$ cat src/rtl/rst_cause_pkg.sv
`timescale 1ns/1ps
package rst_cause_pkg;
  // cause register bit positions (software decodes these)
  localparam int F_EXT = 0;
  localparam int F_SW  = 1;
  localparam int F_WDT = 2;
  localparam int F_BRK = 3;
  localparam int F_POF = 4;
  localparam int F_BOF = 5;
  localparam int NUM_FLAGS = 6;
  localparam int REG_W = 8;

  // synchronized request lanes
  localparam int L_EXT = 0;
  localparam int L_WDT = 1;
  localparam int L_BRK = 2;
  localparam int L_BOD = 3;
  localparam int NUM_LANES = 4;

  localparam logic SEL_CAUSE = 1'b0;
  localparam logic SEL_CTRL  = 1'b1;
  localparam int   CTRL_SWRST = 0;

  typedef logic [NUM_FLAGS-1:0] flag_vec_t;
  typedef logic [NUM_LANES-1:0] lane_vec_t;

  localparam flag_vec_t FLAGS_AT_POWER_ON = flag_vec_t'((1 << F_POF) | (1 << F_BOF));
endpackage

$ cat src/rtl/rcc_sync_bank.sv
`timescale 1ns/1ps
module rcc_sync_bank #(
  parameter int LANES  = 4,
  parameter int STAGES = 2
) (
  input  logic             clk,
  input  logic             rst,
  input  logic [LANES-1:0] d,
  output logic [LANES-1:0] q
);
  for (genvar l = 0; l < LANES; l++) begin : g_lane
    logic [STAGES-1:0] chain;
    always_ff @(posedge clk or posedge rst) begin
      if (rst) chain <= '0;
      else if (STAGES == 1) chain <= d[l];
      else chain <= {chain[STAGES-2:0], d[l]};
    end
    assign q[l] = chain[STAGES-1];
  end
endmodule

$ cat src/rtl/rcc_req_gate.sv
`timescale 1ns/1ps
module rcc_req_gate
  import rst_cause_pkg::*;
(
  input  lane_vec_t lane,
  input  logic      pin_en,
  input  logic      wdog_en,
  input  logic      brk_en,
  input  logic      bod_off,
  input  logic      sw_bit,
  output flag_vec_t ev,
  output logic      any_req
);
  always_comb begin
    ev        = '0;
    ev[F_EXT] = lane[L_EXT] & pin_en;
    ev[F_SW]  = sw_bit;
    ev[F_WDT] = lane[L_WDT] & wdog_en;
    ev[F_BRK] = lane[L_BRK] & brk_en;
    ev[F_BOF] = lane[L_BOD] & ~bod_off;
    any_req   = |ev;
  end
endmodule

$ cat src/rtl/rcc_stretch.sv
`timescale 1ns/1ps
module rcc_stretch #(
  parameter int STRETCH = 16,
  parameter int CNT_W   = $clog2(STRETCH + 1)
) (
  input  logic             clk,
  input  logic             rst,
  input  logic             any_req,
  output logic [CNT_W-1:0] cnt,
  output logic             chip_rst
);
  localparam logic [CNT_W-1:0] LOAD = CNT_W'(STRETCH);

  always_ff @(posedge clk or posedge rst) begin
    if (rst)              cnt <= LOAD;
    else if (any_req)     cnt <= LOAD;
    else if (cnt != '0)   cnt <= cnt - 1'b1;
  end

  assign chip_rst = (cnt != '0);
endmodule

$ cat src/rtl/rcc_cause_reg.sv
`timescale 1ns/1ps
module rcc_cause_reg
  import rst_cause_pkg::*;
(
  input  logic             clk,
  input  logic             rst,
  input  flag_vec_t        ev,
  input  logic             sel,
  input  logic             we,
  input  logic [REG_W-1:0] wdata,
  output flag_vec_t        flags,
  output logic             sw_bit,
  output logic [REG_W-1:0] rdata
);
  flag_vec_t clr;

  always_comb begin
    clr = '0;
    if (we && sel == SEL_CAUSE) clr = ~wdata[NUM_FLAGS-1:0];
  end

  // set has priority over a clear in the same cycle
  always_ff @(posedge clk or posedge rst) begin
    if (rst) flags <= FLAGS_AT_POWER_ON;
    else     flags <= (flags & ~clr) | ev;
  end

  // software reset bit lives for one cycle, then clears itself
  always_ff @(posedge clk or posedge rst) begin
    if (rst)         sw_bit <= 1'b0;
    else if (sw_bit) sw_bit <= 1'b0;
    else if (we && sel == SEL_CTRL) sw_bit <= wdata[CTRL_SWRST];
  end

  always_comb begin
    rdata = '0;
    if (sel == SEL_CAUSE) rdata[NUM_FLAGS-1:0] = flags;
    else                  rdata[CTRL_SWRST]    = sw_bit;
  end
endmodule

$ cat src/rtl/rst_cause_ctrl.sv
`timescale 1ns/1ps
module rst_cause_ctrl
  import rst_cause_pkg::*;
#(
  parameter int SYNC_STAGES    = 2,
  parameter int STRETCH_CYCLES = 16
) (
  input  logic             clk,
  input  logic             pwr_on_i,
  input  logic             brownout_i,
  input  logic             brownout_off_i,
  input  logic             pin_rst_n_i,
  input  logic             pin_rst_en_i,
  input  logic             wdog_i,
  input  logic             wdog_en_i,
  input  logic             brk_rst_i,
  input  logic             brk_rst_en_i,
  input  logic             reg_sel_i,
  input  logic             reg_we_i,
  input  logic [REG_W-1:0] reg_wdata_i,
  output logic [REG_W-1:0] reg_rdata_o,
  output logic             chip_rst_o
);
  localparam int CNT_W = $clog2(STRETCH_CYCLES + 1);

  lane_vec_t        lane_raw, lane;
  flag_vec_t        ev, flags;
  logic             any_req, sw_bit;
  logic [CNT_W-1:0] cnt;

  always_comb begin
    lane_raw        = '0;
    lane_raw[L_EXT] = ~pin_rst_n_i;
    lane_raw[L_WDT] = wdog_i;
    lane_raw[L_BRK] = brk_rst_i;
    lane_raw[L_BOD] = brownout_i;
  end

  rcc_sync_bank #(.LANES(NUM_LANES), .STAGES(SYNC_STAGES)) u_sync (
    .clk(clk), .rst(pwr_on_i), .d(lane_raw), .q(lane)
  );

  rcc_req_gate u_gate (
    .lane(lane), .pin_en(pin_rst_en_i), .wdog_en(wdog_en_i),
    .brk_en(brk_rst_en_i), .bod_off(brownout_off_i), .sw_bit(sw_bit),
    .ev(ev), .any_req(any_req)
  );

  rcc_stretch #(.STRETCH(STRETCH_CYCLES), .CNT_W(CNT_W)) u_stretch (
    .clk(clk), .rst(pwr_on_i), .any_req(any_req), .cnt(cnt), .chip_rst(chip_rst_o)
  );

  rcc_cause_reg u_regs (
    .clk(clk), .rst(pwr_on_i), .ev(ev), .sel(reg_sel_i), .we(reg_we_i),
    .wdata(reg_wdata_i), .flags(flags), .sw_bit(sw_bit), .rdata(reg_rdata_o)
  );
endmodule

$ cat config.mk
export PLATFORM = sky130hd
export DESIGN_NAME = rst_cause_ctrl
export DESIGN_NICKNAME = d
export VERILOG_FILES = /design/src/rtl/rst_cause_pkg.sv /design/src/rtl/rcc_sync_bank.sv /design/src/rtl/rcc_req_gate.sv /design/src/rtl/rcc_stretch.sv /design/src/rtl/rcc_cause_reg.sv /design/src/rtl/rst_cause_ctrl.sv
export SDC_FILE = /design/constraint.sdc
export NUM_CORES = 1
export LEC_CHECK = 0
export BUFFER_PORTS_ARGS = -buffer_cell sky130_fd_sc_hd__buf_2
export CAP_MARGIN = 20
export CORE_MARGIN = 2
export CORE_UTILIZATION = 50
export DETAILED_ROUTE_END_ITERATION = 8
export PLACE_DENSITY = 0.84
export SLEW_MARGIN = 20
export SYNTH_ARGS = -nofsm -noshare
export SYNTH_HDL_FRONTEND = slang
export SYNTH_SLANG_ARGS = --single-unit
$ cat constraint.sdc
create_clock -name clk -period 2.5 [get_ports clk]
set_input_delay 0.125 -clock clk [delete_from_list [all_inputs] [get_ports clk]]
set_output_delay 0.125 -clock clk [all_outputs]
set_load 0.01 [all_outputs]
### After elaboration in Yosys (flattened, before gate mapping)

Index checks and enable logic that the tools add are counted.

| word-level totals | value |
|---|---|
| register bits after elaboration | 20 |
| bits of input ports | 20 |
| output and inout bits | 9 |
| word-level logic and storage cells | 31 |

| cells by class | value |
|---|---|
| $add $sub $neg | 1 |
| bitwise gates (word level) | 11 |
| reductions and logical operators | 5 |
| mux-type cells | 7 |

Operators by type and width:

| cell | number |
|---|---|
| two-way mux 5 bit | 3 |
| inverter 6 bit | 2 |
| bitwise AND 6 bit | 1 |
| two-way mux 6 bit | 1 |
| OR 6 bit | 1 |
| nonzero test 5 bit | 1 |
| OR reduction 5 bit | 1 |
| subtractor 5 x 1 -> 5 bit (second input constant) | 1 |
| bitwise AND 1 bit | 4 |
| two-way mux 1 bit | 3 |
| inverter 1 bit | 3 |
| logical AND 1 bit | 2 |
| nonzero test 2 bit | 1 |

### Logic depth before layout (Yosys ltp)

Gate-level depths: netlist of the first run.

| logic depth | value |
|---|---|
| depth after elaboration | 6 |
| mapped depth | 6 |
| depth with buffers taken out | 5 |

### Cells and area by module

Synthesis of the first run repeated with hierarchy kept, for this count alone.

| unflattened totals | value |
|---|---|
| cells, all modules | 86 |
| area, all modules | 898.4 um^2 |

By module, submodules not included:

| module | area an instance (um^2) | instances | sequential area each (um^2) | cells each |
|---|---|---|---|---|
| rcc_cause_reg | 337.8 | 1 | 177.7 | 37 |
| rcc_stretch | 256.5 | 1 | 126.4 | 26 |
| rcc_sync_bank | 234.0 | 1 | 200.2 | 13 |
| rcc_req_gate | 66.3 | 1 | 0.0 | 9 |
| rst_cause_ctrl | 3.8 | 1 | 0.0 | 1 |

### Worst setup path before layout of the first run

No wires, ideal clock.

| path | value |
|---|---|
| path kind | flip-flop to flip-flop |
| start | register u_stretch.cnt[0] |
| end | register u_stretch.cnt[0] |
| required time | 2375 ps |
| slack | 984 ps |
| arrival | 1391 ps |
| setup time | 125 ps |
| stages on the path, launching flop included | 7 |
| buffers on the path | 1 |
| period minus slack after synthesis | 1516 ps |
| cells stage by stage | dfrtp_1 -> inv_1 -> ha_1 -> or4b_1 -> buf_2 -> xnor2_1 -> nor2_1 |

| on the way | value |
|---|---|
| elaborated cells between the ends (all ways) | 5 |
| classes of those cells | 1 x add/sub; 2 x mux; 2 x reduce/logical |

RTL lines:

| what | line | source |
|---|---|---|
| from (decl) | rcc_stretch.sv:9 | `output logic [CNT_W-1:0] cnt,` |
| from (signal assigned) | rcc_stretch.sv:17 | `else if (cnt != '0) cnt <= cnt - 1'b1;` |
| nonzero test 5 bit | -- |  |
| net chip_rst_o | rst_cause_ctrl.sv:22 | `output logic chip_rst_o` |
| nonzero test 2 bit (no source line) | -- |  |

The timed path passes the listed nets, and every way through them passes these cells. The select of a mux whose other input is x is not followed.
A chain may end at the register's enable or synchronous reset.

### Worst setup path after layout of the first run

| path | value |
|---|---|
| start | register u_stretch.cnt[0] |
| end | output port chip_rst_o |

| on the way | value |
|---|---|
| cells in the longest elaborated chain, start to end | 1 |

RTL lines:

| what | line | source |
|---|---|---|
| nonzero test 5 bit | rcc_stretch.sv:20 | `assign chip_rst = (cnt != '0);` |
| to (decl) | rst_cause_ctrl.sv:22 |  |

Every way passes these cells.

==> run summary, run 1 <==
Floorplan
- **height of the die** 44.0 um
- **Core Box Area** 1510 um^2
- **Die ar.** 1940 um^2
- **I/O Pins** 29
- **die width** 44.0 um
- **effective utilization at floorplan** 53.2%
- **Site Rows** 14

Critical path
- **worst reg2reg startpoint** u_stretch.cnt[0]
- **Crit Path Max Fanout** 5
- **signal arrival time at the worst endpoint** 1.76 ns
- **CP required** 2.38 ns
- **Startpoint Class** flip-flop
- **launching element of the worst setup path** u_stretch.cnt[0]
- **WS Path Type** reg -> out
- **endpoint kind of the worst setup timing path** primary output

Clock tree
- **number of H-tree levels** 1
- **CTS tree** yes
- **Skew-Pair Late Insertion Delay** 0.30 ns
- **master cell of the clock root buffer** clkbuf_4
- **count of clock tree sinks** 20
- **clock-pin slew on the worst setup and hold paths** 0.10 ns
- **maximum number of buffers from clock root to sink** 2
- **number of CTS-inserted buffers** 3

Route
- **wire length after detailed routing** 1.34 mm
- **average detailed-routed wire length per instance** 11.4 um
- **number of nets with antenna violations after routing** 0
- **via count normalized by instance count** 4.96
- **count of unresolved DRC violations after routing** 0
- **violation count after the first detailed-routing iteration** 10
- **total vias in the final route** 580
- **1st-pass router iterations** 3

Power and ir drop
- **pwr/cell area** 670 nW/um^2
- **IR drop worst, VDD** 0.423 mV
- **standby leakage power** 0.496 nW
- **Final Total Pwr** 678 uW

Timing
- **shortest period the worst path allows** 1.89 ns
- **Rel. slew slack** 53.4%
- **RSZ-0062 raised after global routing** no
- **final setup violation count** 0
- **final period utilization** 75.6%
- **worst clock skew** 0.00269 ns
- **Peak Freq** 529 MHz
- **Worst Tran Pin Value** 0.698 ns
- **Final Hold Vio Count** 0
- **sum of negative setup slack** 0 ns
- **final-report max-slew violation count** 0

Logic synthesis
- **cell area after synthesis** 801 um^2
- **Distinct cells, synth** 24
- **number of register bits inferred by synthesis** 20
- **fraction of the yosys area taken by sequential cells** 63.0%
- **Gate Count Post-Synth** 70
- **post-synthesis area per instance** 11.4 um^2
- **number of synthesis warnings** 0

GRT
- **all-layer global routing usage** 17.9%
- **initial antenna violation count** 0
- **via count of the first global-routing pass** 615
- **total congestion overflow** 0
- **largest net degree at the start of global routing** 21
- **wire length of the first global-routing pass** 2.43 mm

Cells and area
- **number of nets in the finished design** 123
- **most frequent cells in the layout** buf_2, dfrtp_1, nand2_1
- **number of antenna diodes** 0
- **fraction of layout cells with a size suffix above 1** 31.7%
- **P&R area growth vs syn** 26.3%
- **most frequent standard cell in the layout excluding fill and tap cells** buf_2

Job
- **Max-Cap Viols** 0

Placed design
- **count of input and output buffers** 24
- **RePlAce Congestion** 0.734
- **estimated wirelength of the detail-placed design** 965 um

Hold path
- **class of the most critical hold timing path** in -> reg
- **hold wc startpoint** wdog_en_i

Status
- **result of the run** complete, no violations

## worst max-delay path, cell delays in order, from the launching register on
cell and delay, ns:
dfrtp_1 0.42, inv_1 0.06, ha_1 0.21, or4b_1 0.58
buf_2 0.20
## registers in the layout, indices dropped and copies added, names as in the netlist
register and count:
u_stretch.cnt 5, u_regs.sw_bit 1, u_regs.flags 6, u_sync.g_lane.chain 8
## layout make-up
cell class | instances | area (um^2)
Multi-Input combinational cell | 44 | 265
Tap cell | 16 | 20.0
Fill cell | 116 | 495
Sequential cell | 20 | 504
Timing Repair Buffer | 29 | 170
Inverter | 4 | 15.0
Clock buffer | 4 | 36.3
## layer usage
layer	share of wire, %	routed length, um	vias to the layer above	global-route usage, %
met5	0	0	-	0
met4	2.4	32	0	12.7
met3	4.9	65	4	2.86
met2	52	693	18	32.9
met1	41	546	270	18.2
li1	-	-	288	-
## synth_stat cells
library cell / number / area share [%]
nor2b_1: 5 / 3.9
inv_1: 4 / 1.9
xnor2_1: 1 / 1.1
nor2_1: 3 / 1.4
or2b_1: 1 / 0.94
buf_4: 2 / 1.9
buf_2: 1 / 0.62
o21a_1: 1 / 0.94
a211oi_2: 1 / 1.6
nor3_1: 1 / 0.62
conb_1: 1 / 0.47
and4b_1: 1 / 1.3
ha_1: 1 / 1.6
a21o_1: 1 / 0.94
o21ai_1: 5 / 3.1
a21oi_1: 3 / 1.9
nand2_1: 8 / 3.8
mux2_1: 1 / 1.4
dfrtp_1: 17 / 53
nand2b_1: 5 / 3.9
nand4_1: 1 / 0.78
nand3b_1: 2 / 1.9
or4b_1: 1 / 1.3
dfstp_2: 3 / 9.8
## cell families (layout without fill, tap and decap cells)
kind of cell,Yosys count,after routing,share of synthesized area (%)
simple gates,28,28,19.7
flops,20,20,63.0
compound gates,11,11,8.44
buf+inv,7,37,4.37
fa+ha+maj,1,1,1.56
other cells,1,2,0.468
xor+xnor,1,1,1.09
mux,1,1,1.41
## report_power, final
group,total [mW],switching (mW),internal [mW]
clock,0.182,0.0932,0.0889
sequential,0.374,0.0171,0.356
combinational,0.122,0.0601,0.0619
## per-stage QoR
| stage | area, um^2 | utilization (%) | hold WS (ns) | worst slack (ns) | std cells |
|---|---|---|---|---|---|
| after floorplan | 805 | - | 0.0866 | 0.984 | 71 |
| after global placement | 925 | 61.4 | 0.232 | 0.934 | 108 |
| after detailed placement | 925 | 61.4 | 0.235 | 0.902 | 108 |
| after CTS | 1010 | 67.1 | 0.0242 | 0.605 | 117 |
| after global routing | 1010 | 67.1 | 0.0446 | 0.508 | 117 |
| final | 1010 | 67.1 | 0.0320 | 0.611 | 117 |
## path summary, 6_finish.rpt
path	to	slack (ns)	cells after the start
worst min register to register	u_sync.g_lane[2].chain[1]	0.36	0
worst max-delay path	chip_rst_o	0.61	4
min in group asynchronous	u_stretch.cnt[0]	0.48	3
max in group asynchronous	u_sync.g_lane[0].chain[1]	1.58	3
worst max register to register	u_stretch.cnt[0]	0.88	5
worst min-delay path	u_regs.flags[2]	0.03	3
## repair_timing
action                                 in CTS  in global routing
resized for setup                           0                  0
hold buffers                                5                  0
endpoints found under the hold margin      21                  0
buffers inserted                            0                  0
Note: power is estimated with default switching activity, not from simulation.
==> inputs of run 2 (changes only) <==
Settings changed: CORE_UTILIZATION 50 to 42, PLACE_DENSITY 0.84 to 0.75.
Clock period 2.5 ns to 1.55 ns, I/O delays scaled along.
==> run summary, run 2 (synthesized netlist as in run 1, its figures left out) <==
Power and ir drop
- **IR drop worst, VDD** 0.772 mV, +82%
- **Sequential Power Share** 45.2%, -9.9 points
- **proportion of power drawn by the clock network** 31.8%, +4.9 points
- **pwr/cell area** 1100 nW/um^2, +64%
- **switching power total** 319 uW, +87%
- **fraction of power consumed by combinational cells** 23.0%, +5.0 points
- **switching share of total power** 24.0%, -1.2 points
- **cell internal pwr** 1.01 mW, +100%
- **standby leakage power** 0.588 nW, +18%
- **Final Total Pwr** 1.33 mW, +97%

GRT
- **largest net degree at the start of global routing** 21, unchanged
- **initial antenna violation count** 0, unchanged
- **wire length of the first global-routing pass** 2.85 mm, +17%
- **all-layer global routing usage** 19.1%, +1.1 points
- **total congestion overflow** 0, unchanged
- **via count of the first global-routing pass** 719, +17%

Status
- **result of the run** finished, violations left
- **violated checks** negative setup slack

Route
- **average detailed-routed wire length per instance** 12.0 um, +5.2%
- **count of unresolved DRC violations after routing** 0, unchanged
- **via count normalized by instance count** 4.67, -5.8%
- **violation count after the first detailed-routing iteration** 9, -1
- **wire length after detailed routing** 1.72 mm, +29%
- **1st-pass router iterations** 4, +1
- **total vias in the final route** 668, +15%
- **number of nets with antenna violations after routing** 0, unchanged

Cells and area
- **register with the highest flop count** u_sync.g_lane.chain
- **number of antenna diodes** 0, unchanged
- **flip-flop count of the largest register after layout** 8, unchanged
- **final design instance area without fill** 1210 um^2, +20%
- **count of placed standard cells in the final layout, fillers left out** 143, +22%
- **most frequent cells in the layout** buf_2, dfrtp_1, dlygate4sd3_1
- **P&R area growth vs syn** 51.2%
- **fraction of layout cells with a size suffix above 1** 37.3%, +5.6 points
- **number of nets in the finished design** 140, +14%
- **most frequent standard cell in the layout excluding fill and tap cells** buf_2
- **largest registers** u_sync.g_lane.chain (8), u_regs.flags (6), u_stretch.cnt (5)

Clock tree
- **CTS tree** yes
- **maximum number of buffers from clock root to sink** 2, unchanged
- **Skew-Pair Late Insertion Delay** 0.30 ns, about the same
- **number of H-tree levels** 1, unchanged
- **master cell of the clock root buffer** clkbuf_4
- **number of CTS-inserted buffers** 3, unchanged
- **count of clock tree sinks** 20, unchanged
- **clock-pin slew on the worst setup and hold paths** 0.11 ns, about the same

Placed design
- **estimated wirelength of the detail-placed design** 983 um, +1.9%
- **pre-CTS setup slack** 0.0421 ns, -0.860 ns
- **count of input and output buffers** 24, unchanged
- **placed cell count** 119, +10%
- **standard cell area after detailed placement** 951 um^2, +2.8%
- **RePlAce Congestion** 0.764, +4.0%

Critical path
- **Startpoint Class** flip-flop
- **CP required** 1.47 ns, -0.91 ns
- **crit path max-delay cell type** or4b_4
- **WS Path Type** reg -> out
- **chain of cells forming the critical path** inv_1 -> ha_2 -> or4b_4 -> buf_6
- **number of cells on the worst reg-to-reg path** 6, +1
- **peak per-stage delay on the critical path** 0.47 ns, -0.11 ns
- **Crit Path Max Fanout** 2, -3
- **signal arrival time at the worst endpoint** 1.53 ns, -0.23 ns
- **endpoint kind of the worst setup timing path** primary output

Timing
- **worst clock skew** 0.00354 ns, +0.000850 ns
- **RSZ-0062 raised after global routing** yes
- **Peak Freq** 621 MHz
- **final period utilization** 104%
- **Rel. slew slack** 52.3%, -1.1 points
- **worst setup slack after layout** -0.0591 ns, -0.670 ns
- **shortest period the worst path allows** 1.61 ns
- **Final Hold Vio Count** 0, unchanged
- **Worst Tran Pin Value** 0.714 ns, +0.0161 ns
- **final setup violation count** 3, +3
- **final-report max-slew violation count** 0, unchanged
- **worst hold margin** 0.0175 ns, -0.0145 ns

Floorplan
- **I/O Pins** 29, unchanged
- **height of the die** 47.7 um, +8.3%
- **die width** 47.7 um, +8.3%
- **effective utilization at floorplan** 45.4%, -7.8 points
- **Site Rows** 15, +1
- **Core Box Area** 1760 um^2, +17%
- **Die ar.** 2270 um^2, +17%

Hold path
- **Hold Path Stages** 3, unchanged
- **class of the most critical hold timing path** in -> reg

Job
- **Max-Cap Viols** 0, unchanged

==> run 2: metrics by stage <==
stage / util, % / TNS [ns]
after floorplan: - / 0
after global placement: 53.9 / 0
after detailed placement: 53.9 / 0
after CTS: 67.2 / -0.0688
after global routing: 68.7 / -0.270
final: 68.7 / -0.0799
==> run 2: final cells by class <==
cell class | count | area, um^2
clock inverters | 1 | 30.0
fillers | 142 | 553
flip-flops and latches | 20 | 504
well taps | 25 | 31.3
multi-input cells | 44 | 282
inverters | 4 | 15.0
repair buffers | 46 | 327
clock buffers | 3 | 22.5
==> run 2: final timing paths <==
check | startpoint | endpoint | slack [ns]
hold reg to reg | u_sync.g_lane[2].chain[0] | u_sync.g_lane[2].chain[1] | 0.36
setup reg to reg | u_stretch.cnt[0] | u_stretch.cnt[0] | -0.02
min in group asynchronous | pwr_on_i | u_sync.g_lane[2].chain[1] | 0.41
setup / recovery | u_stretch.cnt[0] | chip_rst_o | -0.06
max in group asynchronous | pwr_on_i | u_stretch.cnt[0] | 0.69
hold / removal | brownout_off_i | u_regs.flags[5] | 0.02
==> run 2: metal layers <==
layer  track usage (%)  wire (um)  vias up
li1                  -          -      325
met1              20.5        707      317
met2              34.3        881       19
met3              2.64         64        7
met4              13.0         68        0
met5                 0          0        -
==> run 2: worst max-delay path, delay by kind of cell, from the launching register on <==
family        cells  cell delay (ns)
simple gates      1             0.47
flops             1             0.40
fa+ha+maj         1             0.17
buf+inv           2             0.20
==> run 2: timing repair <==
item / CTS / global route
hold buffers: 14 / 0
setup buffers: 4 / 2
gates cloned: 0 / 0
resized for setup: 3 / 2
endpoints found under the hold margin: 27 / 0
endpoints found under the setup margin: 1 / 4
pin swaps: 1 / 0
==> run 2: power groups by stage <==
stage,clock [mW],sequential [mW],combinational [mW]
floorplan,0,0.605,0.139
global placement,0,0.610,0.198
detailed placement,0,0.611,0.205
CTS,0.432,0.601,0.276
global route,0.448,0.608,0.338
finish,0.423,0.602,0.307
